### config.mk
export PLATFORM = sky130hd
export DESIGN_NAME = dma_addr_step
export DESIGN_NICKNAME = d
export VERILOG_FILES = /design/src/rtl/dma_addr_pkg.sv /design/src/rtl/dma_step_delta.sv /design/src/rtl/dma_area_wrap.sv /design/src/rtl/dma_addr_step.sv
export SDC_FILE = /design/constraint.sdc
export NUM_CORES = 1
export LEC_CHECK = 0
export ABC_AREA = 1
export BUFFER_PORTS_ARGS = -buffer_cell sky130_fd_sc_hd__buf_4
export CORE_UTILIZATION = 45
export DETAILED_ROUTE_END_ITERATION = 12
export GPL_TIMING_DRIVEN = 0
export PLACE_DENSITY = 0.73
export SETUP_SLACK_MARGIN = 0.15
export SLEW_MARGIN = 20
export SYNTH_ARGS = -nofsm -noshare
export SYNTH_HDL_FRONTEND = slang
export SYNTH_HIERARCHICAL = 1
export SYNTH_SLANG_ARGS = --single-unit
### constraint.sdc
create_clock -name clk -period 3.73 [get_ports clk]
set_clock_uncertainty 0.1 [all_clocks]
set_input_delay 0.5595 -clock clk [delete_from_list [all_inputs] [get_ports clk]]
set_output_delay 0.5595 -clock clk [all_outputs]
set_load 0.005 [all_outputs]
### src/rtl/dma_addr_pkg.sv
package dma_addr_pkg;

    typedef enum logic [1:0] {
        STEP_HOLD   = 2'b00,
        STEP_UP     = 2'b01,
        STEP_DOWN   = 2'b10,
        STEP_OFFSET = 2'b11
    } step_mode_e;

    typedef enum logic [1:0] {
        SZ_BYTE = 2'b00,
        SZ_HALF = 2'b01,
        SZ_WORD = 2'b10,
        SZ_WRSV = 2'b11
    } size_e;

    localparam int unsigned AREA_CODE_W = 5;

endpackage

### src/rtl/dma_step_delta.sv
module dma_step_delta
    import dma_addr_pkg::*;
#(
    parameter int unsigned AW        = 32,
    parameter int unsigned OFW       = 24,
    parameter bit          OFFSET_EN = 1'b1
) (
    input  logic [1:0]     step_mode,
    input  logic [1:0]     size_code,
    input  logic [OFW-1:0] offset,
    output logic [AW-1:0]  delta
);

    logic [AW-1:0] bytes_w;
    logic [AW-1:0] offset_ext;

    always_comb begin
        unique case (size_e'(size_code))
            SZ_BYTE: bytes_w = AW'(1);
            SZ_HALF: bytes_w = AW'(2);
            default: bytes_w = AW'(4);
        endcase
    end

    generate
        if (!OFFSET_EN) begin : g_no_offset
            assign offset_ext = '0;
        end else if (OFW < AW) begin : g_sext
            assign offset_ext = {{(AW-OFW){offset[OFW-1]}}, offset};
        end else begin : g_trunc
            assign offset_ext = offset[AW-1:0];
        end
    endgenerate

    always_comb begin
        unique case (step_mode_e'(step_mode))
            STEP_UP:     delta = bytes_w;
            STEP_DOWN:   delta = (~bytes_w) + AW'(1);
            STEP_OFFSET: delta = offset_ext;
            default:     delta = '0;
        endcase
    end

endmodule

### src/rtl/dma_area_wrap.sv
module dma_area_wrap
    import dma_addr_pkg::*;
#(
    parameter int unsigned AW = 32
) (
    input  logic [AW-1:0]          addr_cur,
    input  logic [AW-1:0]          addr_raw,
    input  logic [AREA_CODE_W-1:0] area_code,
    output logic [AW-1:0]          addr_next,
    output logic                   wrapped
);

    logic [AW-1:0] low_mask;
    logic          win_on;

    always_comb begin
        win_on    = (area_code != '0);
        low_mask  = win_on ? ~({AW{1'b1}} << area_code) : {AW{1'b1}};
        addr_next = (addr_cur & ~low_mask) | (addr_raw & low_mask);
        wrapped   = win_on && (((addr_cur ^ addr_raw) & ~low_mask) != '0);
    end

endmodule

### src/rtl/dma_addr_step.sv
module dma_addr_step
    import dma_addr_pkg::*;
#(
    parameter int unsigned AW        = 32,
    parameter int unsigned OFW       = 24,
    parameter bit          OFFSET_EN = 1'b1
) (
    input  logic                   clk,
    input  logic                   rst_n,
    input  logic                   load,
    input  logic [AW-1:0]          start_addr,
    input  logic [1:0]             step_mode,
    input  logic [1:0]             size_code,
    input  logic [OFW-1:0]         offset,
    input  logic [AREA_CODE_W-1:0] area_code,
    input  logic                   ovf_en,
    input  logic                   block_mode,
    input  logic                   block_last,
    input  logic                   advance,
    input  logic                   ovf_ack,
    output logic [AW-1:0]          addr,
    output logic                   ovf_stop
);

    typedef struct packed {
        logic [AW-1:0] addr;
        logic          stop;
        logic          pend;
    } step_state_t;

    step_state_t   st_d, st_q;
    logic [AW-1:0] delta_w;
    logic [AW-1:0] raw_w;
    logic [AW-1:0] next_w;
    logic          wrap_w;
    logic          hit_w;

    dma_step_delta #(
        .AW        (AW),
        .OFW       (OFW),
        .OFFSET_EN (OFFSET_EN)
    ) u_delta (
        .step_mode (step_mode),
        .size_code (size_code),
        .offset    (offset),
        .delta     (delta_w)
    );

    assign raw_w = st_q.addr + delta_w;

    dma_area_wrap #(
        .AW (AW)
    ) u_wrap (
        .addr_cur  (st_q.addr),
        .addr_raw  (raw_w),
        .area_code (area_code),
        .addr_next (next_w),
        .wrapped   (wrap_w)
    );

    assign hit_w = wrap_w && ovf_en;

    always_comb begin
        st_d = st_q;
        if (load) begin
            st_d.addr = start_addr;
            st_d.stop = 1'b0;
            st_d.pend = 1'b0;
        end else begin
            if (ovf_ack) begin
                st_d.stop = 1'b0;
            end
            if (advance) begin
                st_d.addr = next_w;
                if (block_mode) begin
                    if ((st_q.pend || hit_w) && block_last) begin
                        st_d.stop = 1'b1;
                        st_d.pend = 1'b0;
                    end else if (hit_w) begin
                        st_d.pend = 1'b1;
                    end
                end else if (hit_w) begin
                    st_d.stop = 1'b1;
                end
            end
        end
    end

    always_ff @(posedge clk or negedge rst_n) begin
        if (!rst_n) begin
            st_q <= '0;
        end else begin
            st_q <= st_d;
        end
    end

    assign addr     = st_q.addr;
    assign ovf_stop = st_q.stop;

endmodule

==> results of run 1 <==
[layer usage]
layer	part of all wire (%)	vias to the layer above	global-route usage, %
met5	0	-	0
met4	2.2	0	8.312
met3	7.6	32	2.741
met2	46	250	48.31
met1	44	2989	39.63
li1	-	3319	-
[cells by family (layout without fill, tap and decap cells)]
kind of cell / Yosys count / in the layout / synth area share, %
AO/OA/AOI/OAI: 111 / 111 / 12.23
XOR/XNOR: 44 / 44 / 6.700
adder cells (fa/ha/maj): 33 / 33 / 7.309
buffers and inverters: 215 / 338 / 17.55
flip-flops: 34 / 34 / 14.79
multiplexers: 9 / 9 / 1.762
AND/OR/NAND/NOR: 548 / 548 / 39.66
[state kept, by name (all words and copies together) (netlist names)]
| signal | flops |
|---|---|
| st_q | 1 |
| addr | 32 |
| ovf_stop | 1 |
[worst max path at each step]
| stage | startpoint | end | slack (ns) | depth (start not counted) |
|---|---|---|---|---|
| finish | size_code[0] | ovf_stop | 0.10 | 30 |
| global route | size_code[0] | st_q[0] | -0.08 | 31 |
| CTS | size_code[1] | st_q[0] | 0.15 | 31 |
| detailed placement | step_mode[0] | st_q[0] | -0.79 | 29 |
| global placement | step_mode[0] | ovf_stop | -0.69 | 28 |
| floorplan | size_code[0] | ovf_stop | 0.20 | 30 |
[power by group]
part           switching [µW]  internal [µW]  total (µW)
clock network             159            302         462
registers                 119            416         535
logic                     928            738        1670
[cell usage in the layout, fill, tap and decap left out, types with 4 or more instances in the layout]
cell       instances
a22oi_1           26
nand4_1            5
nand2_2           53
xor2_1            38
nand3_1           60
mux2_2             8
a21oi_2           12
buf_2             11
nor2_4             8
o21a_1            19
clkbuf_16          5
ha_2               9
nand3_4            5
inv_2              9
ha_1               7
nand3_2            6
a31oi_1           17
ha_4              16
dfrtp_1           34
nor3_2             4
inv_1            140
buf_6              8
a21oi_1           27
buf_4            151
nor2_2            11
nand2_1          329
nand2_4            6
nor2_1            58
clkbuf_1           5
[area by class of cell]
type,count,area [µm²],share of cell area (%)
plain buffers,64,465.4,6.090
clock buffers,8,166.4,2.177
flip-flops and latches,34,850.8,11.13
inverters,151,574.3,7.515
repair buffers,115,890.9,11.66
well taps,168,210.2,2.750
multi-input cells,745,4484,58.68
[what timing repair did]
| action | CTS | global route |
|---|---|---|
| setup buffers | 9 | 4 |
| pin swaps | 40 | 21 |
| resized for setup | 95 | 56 |
| setup endpoints to repair | 2 | 2 |
[critical path, delay by kind of cell]
family | cells | cell delay (ns)
simple gates | 20 | 1.78
compound gates | 4 | 0.40
fa+ha+maj | 2 | 0.55
buf+inv | 3 | 0.20
xor+xnor | 1 | 0.16
[through the flow]
stage	TNS (ns)	setup slack (ns)	instance area [µm²]	hold slack, ns	instances
6_report	0	0.1006	7642	0.1170	1285
2_1_floorplan	0	0.1996	5754	0.1639	994
3_3_place_gp	-1.369	-0.6918	6730	0.4049	1264
5_1_grt	-0.1567	-0.07907	7642	0.1543	1285
3_5_place_dp	-1.547	-0.7942	6730	0.4356	1264
4_1_cts	0	0.1513	7363	0.1420	1281
==> flow_summary.toml, run 1 <==
[clock_network]
cts_buffers = 5
clkSlewWorstSetupHoldPaths_ns = 0.06
insertion_delay_ns = 0.29
holdBufCountCts = 0
htreeDepth = 2
tritoncts = "done"
clockBufferDepth = 2
clkSinkCount = 34
cts_root_buf = "clkbuf_16"

[timing]
slew_headroom_pct = 60.73
fmax_mhz = 275.5
setup_viol = 0
fin_crit_sh_pct = 97.30
fin_crit_ns = 3.629
final_max_slew_viol_count = 0
rsz0062_at_grt = "yes"
final-hold-violation-count = 0
worst_slew_pin_slew_ns = 0.5891

[job]
max_cap_violations = 0

[cells_and_area]
finalNetCount = 1222
final_util_pct = 62.58
fillers = 1200
layout-drive-gt1-share_pct = 30.35
area_growth_pct = 32.87
num_antenna_cells = 0

[pwr]
p_leak_uw = 0.004244
total_power_uw = 2662
vdd_drop_max_uv = 158.0
power.density_nw_per_um2 = 348.3

[critical_path]
start_kind = "input pin"
crit_path_max_incr_delay_ns = 0.31
critPathArrivalTime_ns = 3.66
cp-end-kind = "flop"
cp.required_ns = 3.76
rr_startpoint = "addr[14]"
path_common_cell = "nand2_1"
r2r_slack_ns = 0.42
r2r_cells = 24
path_max_fanout = 3
worstReg2RegEnd = "ovf_stop"
crit_type = "input pin to flop"
cpMaxStageDelayCell = "ha_1"

[synth]
ys_ff_latch = 34
ys_seq_area_share_pct = 14.79
ys_async_sr_fraction_pct = 100.0
syn_area_um2 = 5752
synth_flop_cell = "dfrtp_1"
post-synth-top-count-cell = "nand2_1"
synth_top_cells_by_count = "nand2_1 (372), inv_1 (145), nor2_1 (73)"
ys_types = 36
synth_nets = 1100
syn_inst = 994
synth_edf_count = 0
syn_area_per_cell_um2 = 5.786
synth.area.top_cells = "nand2_1 (24%), dfrtp_1 (15%), inv_1 (9.5%), ha_1 (7.0%), xor2_1 (6.2%)"
synth_top_cell_by_area = "nand2_1"
synth_top_area_share_pct = 24.28
yosysWarnings = 6

[route]
totalWireLength_mm = 19.01
dr.first_iter.drc_count = 528
vias_per_cell = 5.128
firstDrtPassIters = 5
wire_per_inst_um = 14.79
vias = 6590
ant_nets = 0
drc = 0

[grt]
antenna_found_initial = 0
grt_usage_pct = 28.94
grt_pass1_vias = 5954
grt_start_max_net_pins = 35
overflow = 0
grt_pass1_wl_mm = 29.54

[hold_path]
min_path_type = "input pin to asynchronous set/reset pin"

[placed_design]
dpl.hpwl_mm = 14.85
gp_congestion = 0.9346
io_buffers = 102

[die]
die_h_um = 115.1
placementRows = 40
io_pins = 106
start_util_pct = 47.10
fp.dieW_um = 115.1
core_um2 = 12210
dieArea_um2 = 13240

[status]
status = "completed"
(Power assumes the default switching activity.)
==> inputs of run 2 (changes only) <==
- RECOVER_POWER: not set -> 100
==> flow_summary.toml, run 2 (synthesis results as in run 1) <==
[status]
status = "complete, but fails checks"
violations = "max-capacitance violations, max-slew violations"

[route]
vias = 6581
totalWireLength_mm = 18.98
ant_nets = 0
firstDrtPassIters = 5
vias_per_cell = 5.121
wire_per_inst_um = 14.77
drc = 0
dr.first_iter.drc_count = 506

[clock_network]
cts_root_buf = "clkbuf_16"
cts_buffers = 5
clkSinkCount = 34
clkSlewWorstSetupHoldPaths_ns = 0.06
clockBufferDepth = 2
holdBufCountCts = 0
insertion_delay_ns = 0.29
htreeDepth = 2
tritoncts = "done"

[pwr]
vdd_drop_max_uv = 158.3
p_leak_uw = 0.004231
power.density_nw_per_um2 = 347.9

[timing]
slew_headroom_pct = -28.30
fmax_mhz = 275.7
setup_tns_ns = 0
fin_crit_sh_pct = 97.25
setup_viol = 0
final_max_slew_viol_count = 35
worst_slew_pin_slew_ns = 1.924
final-hold-violation-count = 0
rsz0062_at_grt = "yes"
fin_crit_ns = 3.627

[critical_path]
cp-end-kind = "flop"
path_max_fanout = 3
crit_path_max_incr_delay_ns = 0.31
path_common_cell = "nand2_1"
crit_family = "simple AND/OR/NAND/NOR gates"
cp.required_ns = 3.83
cpMaxStageDelayCell = "ha_1"
start_kind = "input pin"
path_buf_inv = 3
critPathArrivalTime_ns = 3.73
crit_type = "input pin to flop"

[grt]
overflow = 0
grt_usage_pct = 28.94
antenna_found_initial = 0
grt_pass1_wl_mm = 29.54
grt_start_max_net_pins = 35
grt_pass1_vias = 5954

[placed_design]
dpl.hpwl_mm = 14.85
post-place-cells = 1264
io_buffers = 102
gp_congestion = 0.9346

[cells_and_area]
area_growth_pct = 32.80
finalNetCount = 1222
num_antenna_cells = 0
layout.cells.most_common = "nand2_1"
fillers = 1202
largest_register_ffs = 32
stdcell_count = 1285
final_cell_mix = "nand2_1 (329), inv_1 (140), buf_4 (118)"
layout-drive-gt1-share_pct = 30.26

[die]
io_pins = 106
core_um2 = 12210
placementRows = 40
dieArea_um2 = 13240
start_util_pct = 47.10
fp.dieW_um = 115.1
die_h_um = 115.1

[hold_path]
min_path_type = "input pin to flop"

[job]
max_cap_violations = 1
[run 2: cell count changes in the layout (fill, tap and decap cells not counted), sizes merged]
cell / before / now
buf: 174 / 141
clkbuf: 13 / 46
[run 2: timing repair]
item | 4_1_cts | 5_1_grt
resized for setup | 95 | 56
buffers inserted | 9 | 4
setup endpoints to repair | 2 | 2
pin swaps | 40 | 21
[run 2: final timing paths]
kind | to | cells past startpoint | slack (ns) | from
worst max-delay path | st_q[0] | 31 | 0.10 | size_code[0]
worst min-delay path | addr[9] | 3 | 0.40 | start_addr[9]
worst max register to register | st_q[0] | 25 | 0.42 | addr[7]
worst min register to register | ovf_stop | 2 | 0.44 | ovf_stop
max in group asynchronous | addr[29] | 1 | 1.71 | rst_n
min in group asynchronous | addr[12] | 1 | 0.70 | rst_n
[run 2: per-stage QoR]
step                      power [µW]  hold WS [ns]  worst slack [ns]  util (%)  cell area [µm²]
after floorplan                 1515        0.1639            0.1996         -             5754
after global placement          1919        0.4049           -0.6918     55.11             6730
after detailed placement        1938        0.4356           -0.7942     55.11             6730
after CTS                       2537        0.1420            0.1513     60.30             7363
after global routing            2858        0.3968          -0.07889     62.55             7639
final                           2657        0.3992            0.1027     62.55             7639
[run 2: metal layers]
| metal | GRT usage (%) | vias up | wire, µm |
|---|---|---|---|
| li1 | - | 3320 | - |
| met1 | 39.63 | 2999 | 8499 |
| met2 | 48.31 | 232 | 8669 |
| met3 | 2.741 | 30 | 1387 |
| met4 | 8.312 | 0 | 425 |
| met5 | 0 | - | 0 |
[run 2: layout make-up]
type | instances | area (µm²) | area share (%)
buffer | 64 | 465.4 | 6.093
clock buffer | 8 | 166.4 | 2.179
inverter | 151 | 574.3 | 7.518
multi-input combinational | 745 | 4484 | 58.71
sequential | 34 | 850.8 | 11.14
tap | 168 | 210.2 | 2.752
timing repair buffer | 115 | 887.1 | 11.61
[run 2: power by group]
part	internal [µW]	switching [µW]
Sequential	416	116
Combinational	733	929
Clock	302	161
[run 2: worst min-delay path: stages]
cell and delay (ns):
buf_4 0.08, nand2_1 0.04, nand3_1 0.06
==> inputs of run 3 (changes only) <==
- ABC_AREA: 1 -> not set
==> flow_summary.toml, run 3 <==
[status]
status = "complete, but fails checks"
violations = "max-capacitance violations, max-slew violations, negative setup slack"

[synth]
synth_flop_cell = "dfrtp_1"
synth_top_cells_by_count = "nand2_1 (84), o21ai_0 (63), a21oi_1 (43)"
synth_top_area_share_pct = 16.24
synth_nets = 784
ys_async_sr_fraction_pct = 100.0
ys_types = 72
synth_top_cell_by_area = "dfrtp_1"
syn_area_per_cell_um2 = 7.727
ys_seq_area_share_pct = 16.24
post-synth-top-count-cell = "nand2_1"
ys_ff_latch = 34
synth_edf_count = 0
yosysWarnings = 6
syn_area_um2 = 5239
syn_inst = 678
synth.area.top_cells = "dfrtp_1 (16%), ha_1 (7.6%), mux2i_1 (6.5%), o21ai_0 (6.0%), nand2_1 (6.0%)"

[critical_path]
crit_type = "input pin to flop"
cp-end-kind = "flop"
r2r_cells = 19
path_max_fanout = 2
rr_startpoint = "addr[0]"
r2r_slack_ns = -0.41
critPathArrivalTime_ns = 4.62
worstReg2RegEnd = "ovf_stop"
cp.required_ns = 3.80
start_kind = "input pin"

[route]
vias = 5705
drc = 0
ant_nets = 0
vias_per_cell = 5.930
dr.first_iter.drc_count = 394
wire_per_inst_um = 18.79
totalWireLength_mm = 18.08
firstDrtPassIters = 5

[timing]
slew_headroom_pct = -33.65
fin_crit_ns = 4.552
rsz0062_at_grt = "yes"
setup_viol = 6
worst_slack_ns = -0.8221
worst_slew_pin_slew_ns = 2.005
final_max_slew_viol_count = 35
fmax_mhz = 219.7
final-hold-violation-count = 0
fin_crit_sh_pct = 122.0

[pwr]
power.density_nw_per_um2 = 415.9
vdd_drop_max_uv = 259.8
seqPwrFrac_pct = 17.8
combPwrFrac_pct = 65.2
switchingPower_uw = 1288
swShare_pct = 43.35
p_clk_share_pct = 17.0
p_int_uw = 1683
p_leak_uw = 0.003207
total_power_uw = 2972

[cells_and_area]
finalNetCount = 924
final_cell_mix = "buf_4 (146), nand2_1 (83), o21ai_0 (48)"
final_area_um2 = 7146
layout.cells.most_common = "buf_4"
layout-drive-gt1-share_pct = 37.85
area_growth_pct = 36.40
num_antenna_cells = 0
largest_register_ffs = 32

[grt]
grt_usage_pct = 29.82
overflow = 0
grt_start_max_net_pins = 35
antenna_found_initial = 0
grt_pass1_vias = 5342
grt_pass1_wl_mm = 27.61

[hold_path]
min_from = "block_last"
min_to = "st_q[0]"
min_path_type = "input pin to flop"
hold_depth = 2

[job]
max_cap_violations = 1

[clock_network]
cts_root_buf = "clkbuf_16"
holdBufCountCts = 0
clkSinkCount = 34
htreeDepth = 2
cts_buffers = 5
clockBufferDepth = 2
tritoncts = "done"
insertion_delay_ns = 0.29
clkSlewWorstSetupHoldPaths_ns = 0.06

[die]
start_util_pct = 46.08
io_pins = 106
fp.dieW_um = 109.9
die_h_um = 109.9
core_um2 = 11370
placementRows = 39
dieArea_um2 = 12080

[placed_design]
dpl_cell_area_um2 = 6225
dpl.hpwl_mm = 13.71
io_buffers = 100
gp_congestion = 0.9186
-- run 3: changes by cell type after synthesis, moves of 34 or more --
cell	previous run	this run
nand3_1	66	19
inv_1	145	10
nand2_1	372	84
mux2i_1	0	34
o21ai_0	5	63
nor2_1	73	28
-- run 3: timing repair --
action,CTS,global route
gates resized for setup,73,37
cloned,0,0
buffers inserted,19,14
endpoints found under the setup margin,12,16
pin swaps,46,33
-- run 3: power groups by stage --
stage / clock, µW / combinational (µW) / sequential (µW)
after floorplan: 0 / 1140 / 491
after global placement: 0 / 1540 / 522
after detailed placement: 0 / 1570 / 527
after CTS: 505 / 1780 / 523
after global routing: 520 / 2080 / 540
final: 504 / 1940 / 530
-- run 3: kinds of logic (layout without fill, tap and decap cells) --
group | Yosys count | count (layout) | share of synthesized area, %
xor+xnor | 60 | 60 | 10.03
fa+ha+maj | 33 | 33 | 8.025
flops | 34 | 34 | 16.24
buf+inv | 93 | 234 | 10.10
compound gates | 214 | 214 | 26.75
mux | 57 | 57 | 11.44
simple gates | 187 | 187 | 17.41
-- run 3: layout make-up --
class / instances / area (µm²)
timing repair buffer: 133 / 1017
inverter: 10 / 37.54
sequential: 34 / 850.8
clock buffer: 5 / 125.1
buffer: 83 / 510.5
fill: 1009 / 4224
tap: 143 / 178.9
multi-input combinational: 551 / 4380
clock inverter: 3 / 45.04
-- run 3: worst max path at each step --
| stage | slack (ns) | cells past startpoint | from | end |
|---|---|---|---|---|
| floorplan | -0.41 | 21 | size_code[0] | ovf_stop |
| global placement | -1.37 | 23 | step_mode[0] | ovf_stop |
| detailed placement | -1.40 | 23 | step_mode[0] | ovf_stop |
| CTS | -0.70 | 23 | step_mode[0] | ovf_stop |
| global route | -0.93 | 24 | size_code[0] | ovf_stop |
| finish | -0.82 | 23 | size_code[0] | ovf_stop |
-- run 3: worst max-delay path, cell delays in order --
cell and delay [ns]:
buf_8 0.09, or2_4 0.25, ha_4 0.22, a21oi_4 0.14, a31oi_4 0.06, fa_2 0.40
a21oi_4 0.16, o21ai_2 0.09, buf_4 0.14, a311oi_2 0.27, buf_4 0.18, buf_4 0.12
nor3_4 0.04, or2b_1 0.25, xnor2_2 0.15, xor2_1 0.18, a32oi_1 0.18, o211ai_1 0.19
and4bb_1 0.32, nand3_2 0.10, a22o_1 0.22, a32oi_1 0.21, nor2_1 0.07
-- run 3: layer usage --
| metal | GRT usage [%] | wire length, µm |
|---|---|---|
| met2 | 50.54 | 8676 |
| met4 | 9.143 | 458 |
| met3 | 3.557 | 1019 |
| met5 | 0 | 0 |
| met1 | 39.31 | 7921 |
-- run 3: stage by stage --
stage / instances / util [%] / hold slack [ns] / worst slack, ns / setup TNS, ns
finish: 962 / 62.85 / 0.3683 / -0.8221 / -2.195
detailed placement: 921 / 54.75 / 0.4371 / -1.399 / -6.051
global route: 962 / 62.85 / 0.3785 / -0.9263 / -3.087
CTS: 948 / 60.45 / 0.1431 / -0.6979 / -1.566
floorplan: 678 / - / 0.1639 / -0.4086 / -0.6412
global placement: 921 / 54.75 / 0.4207 / -1.373 / -5.201
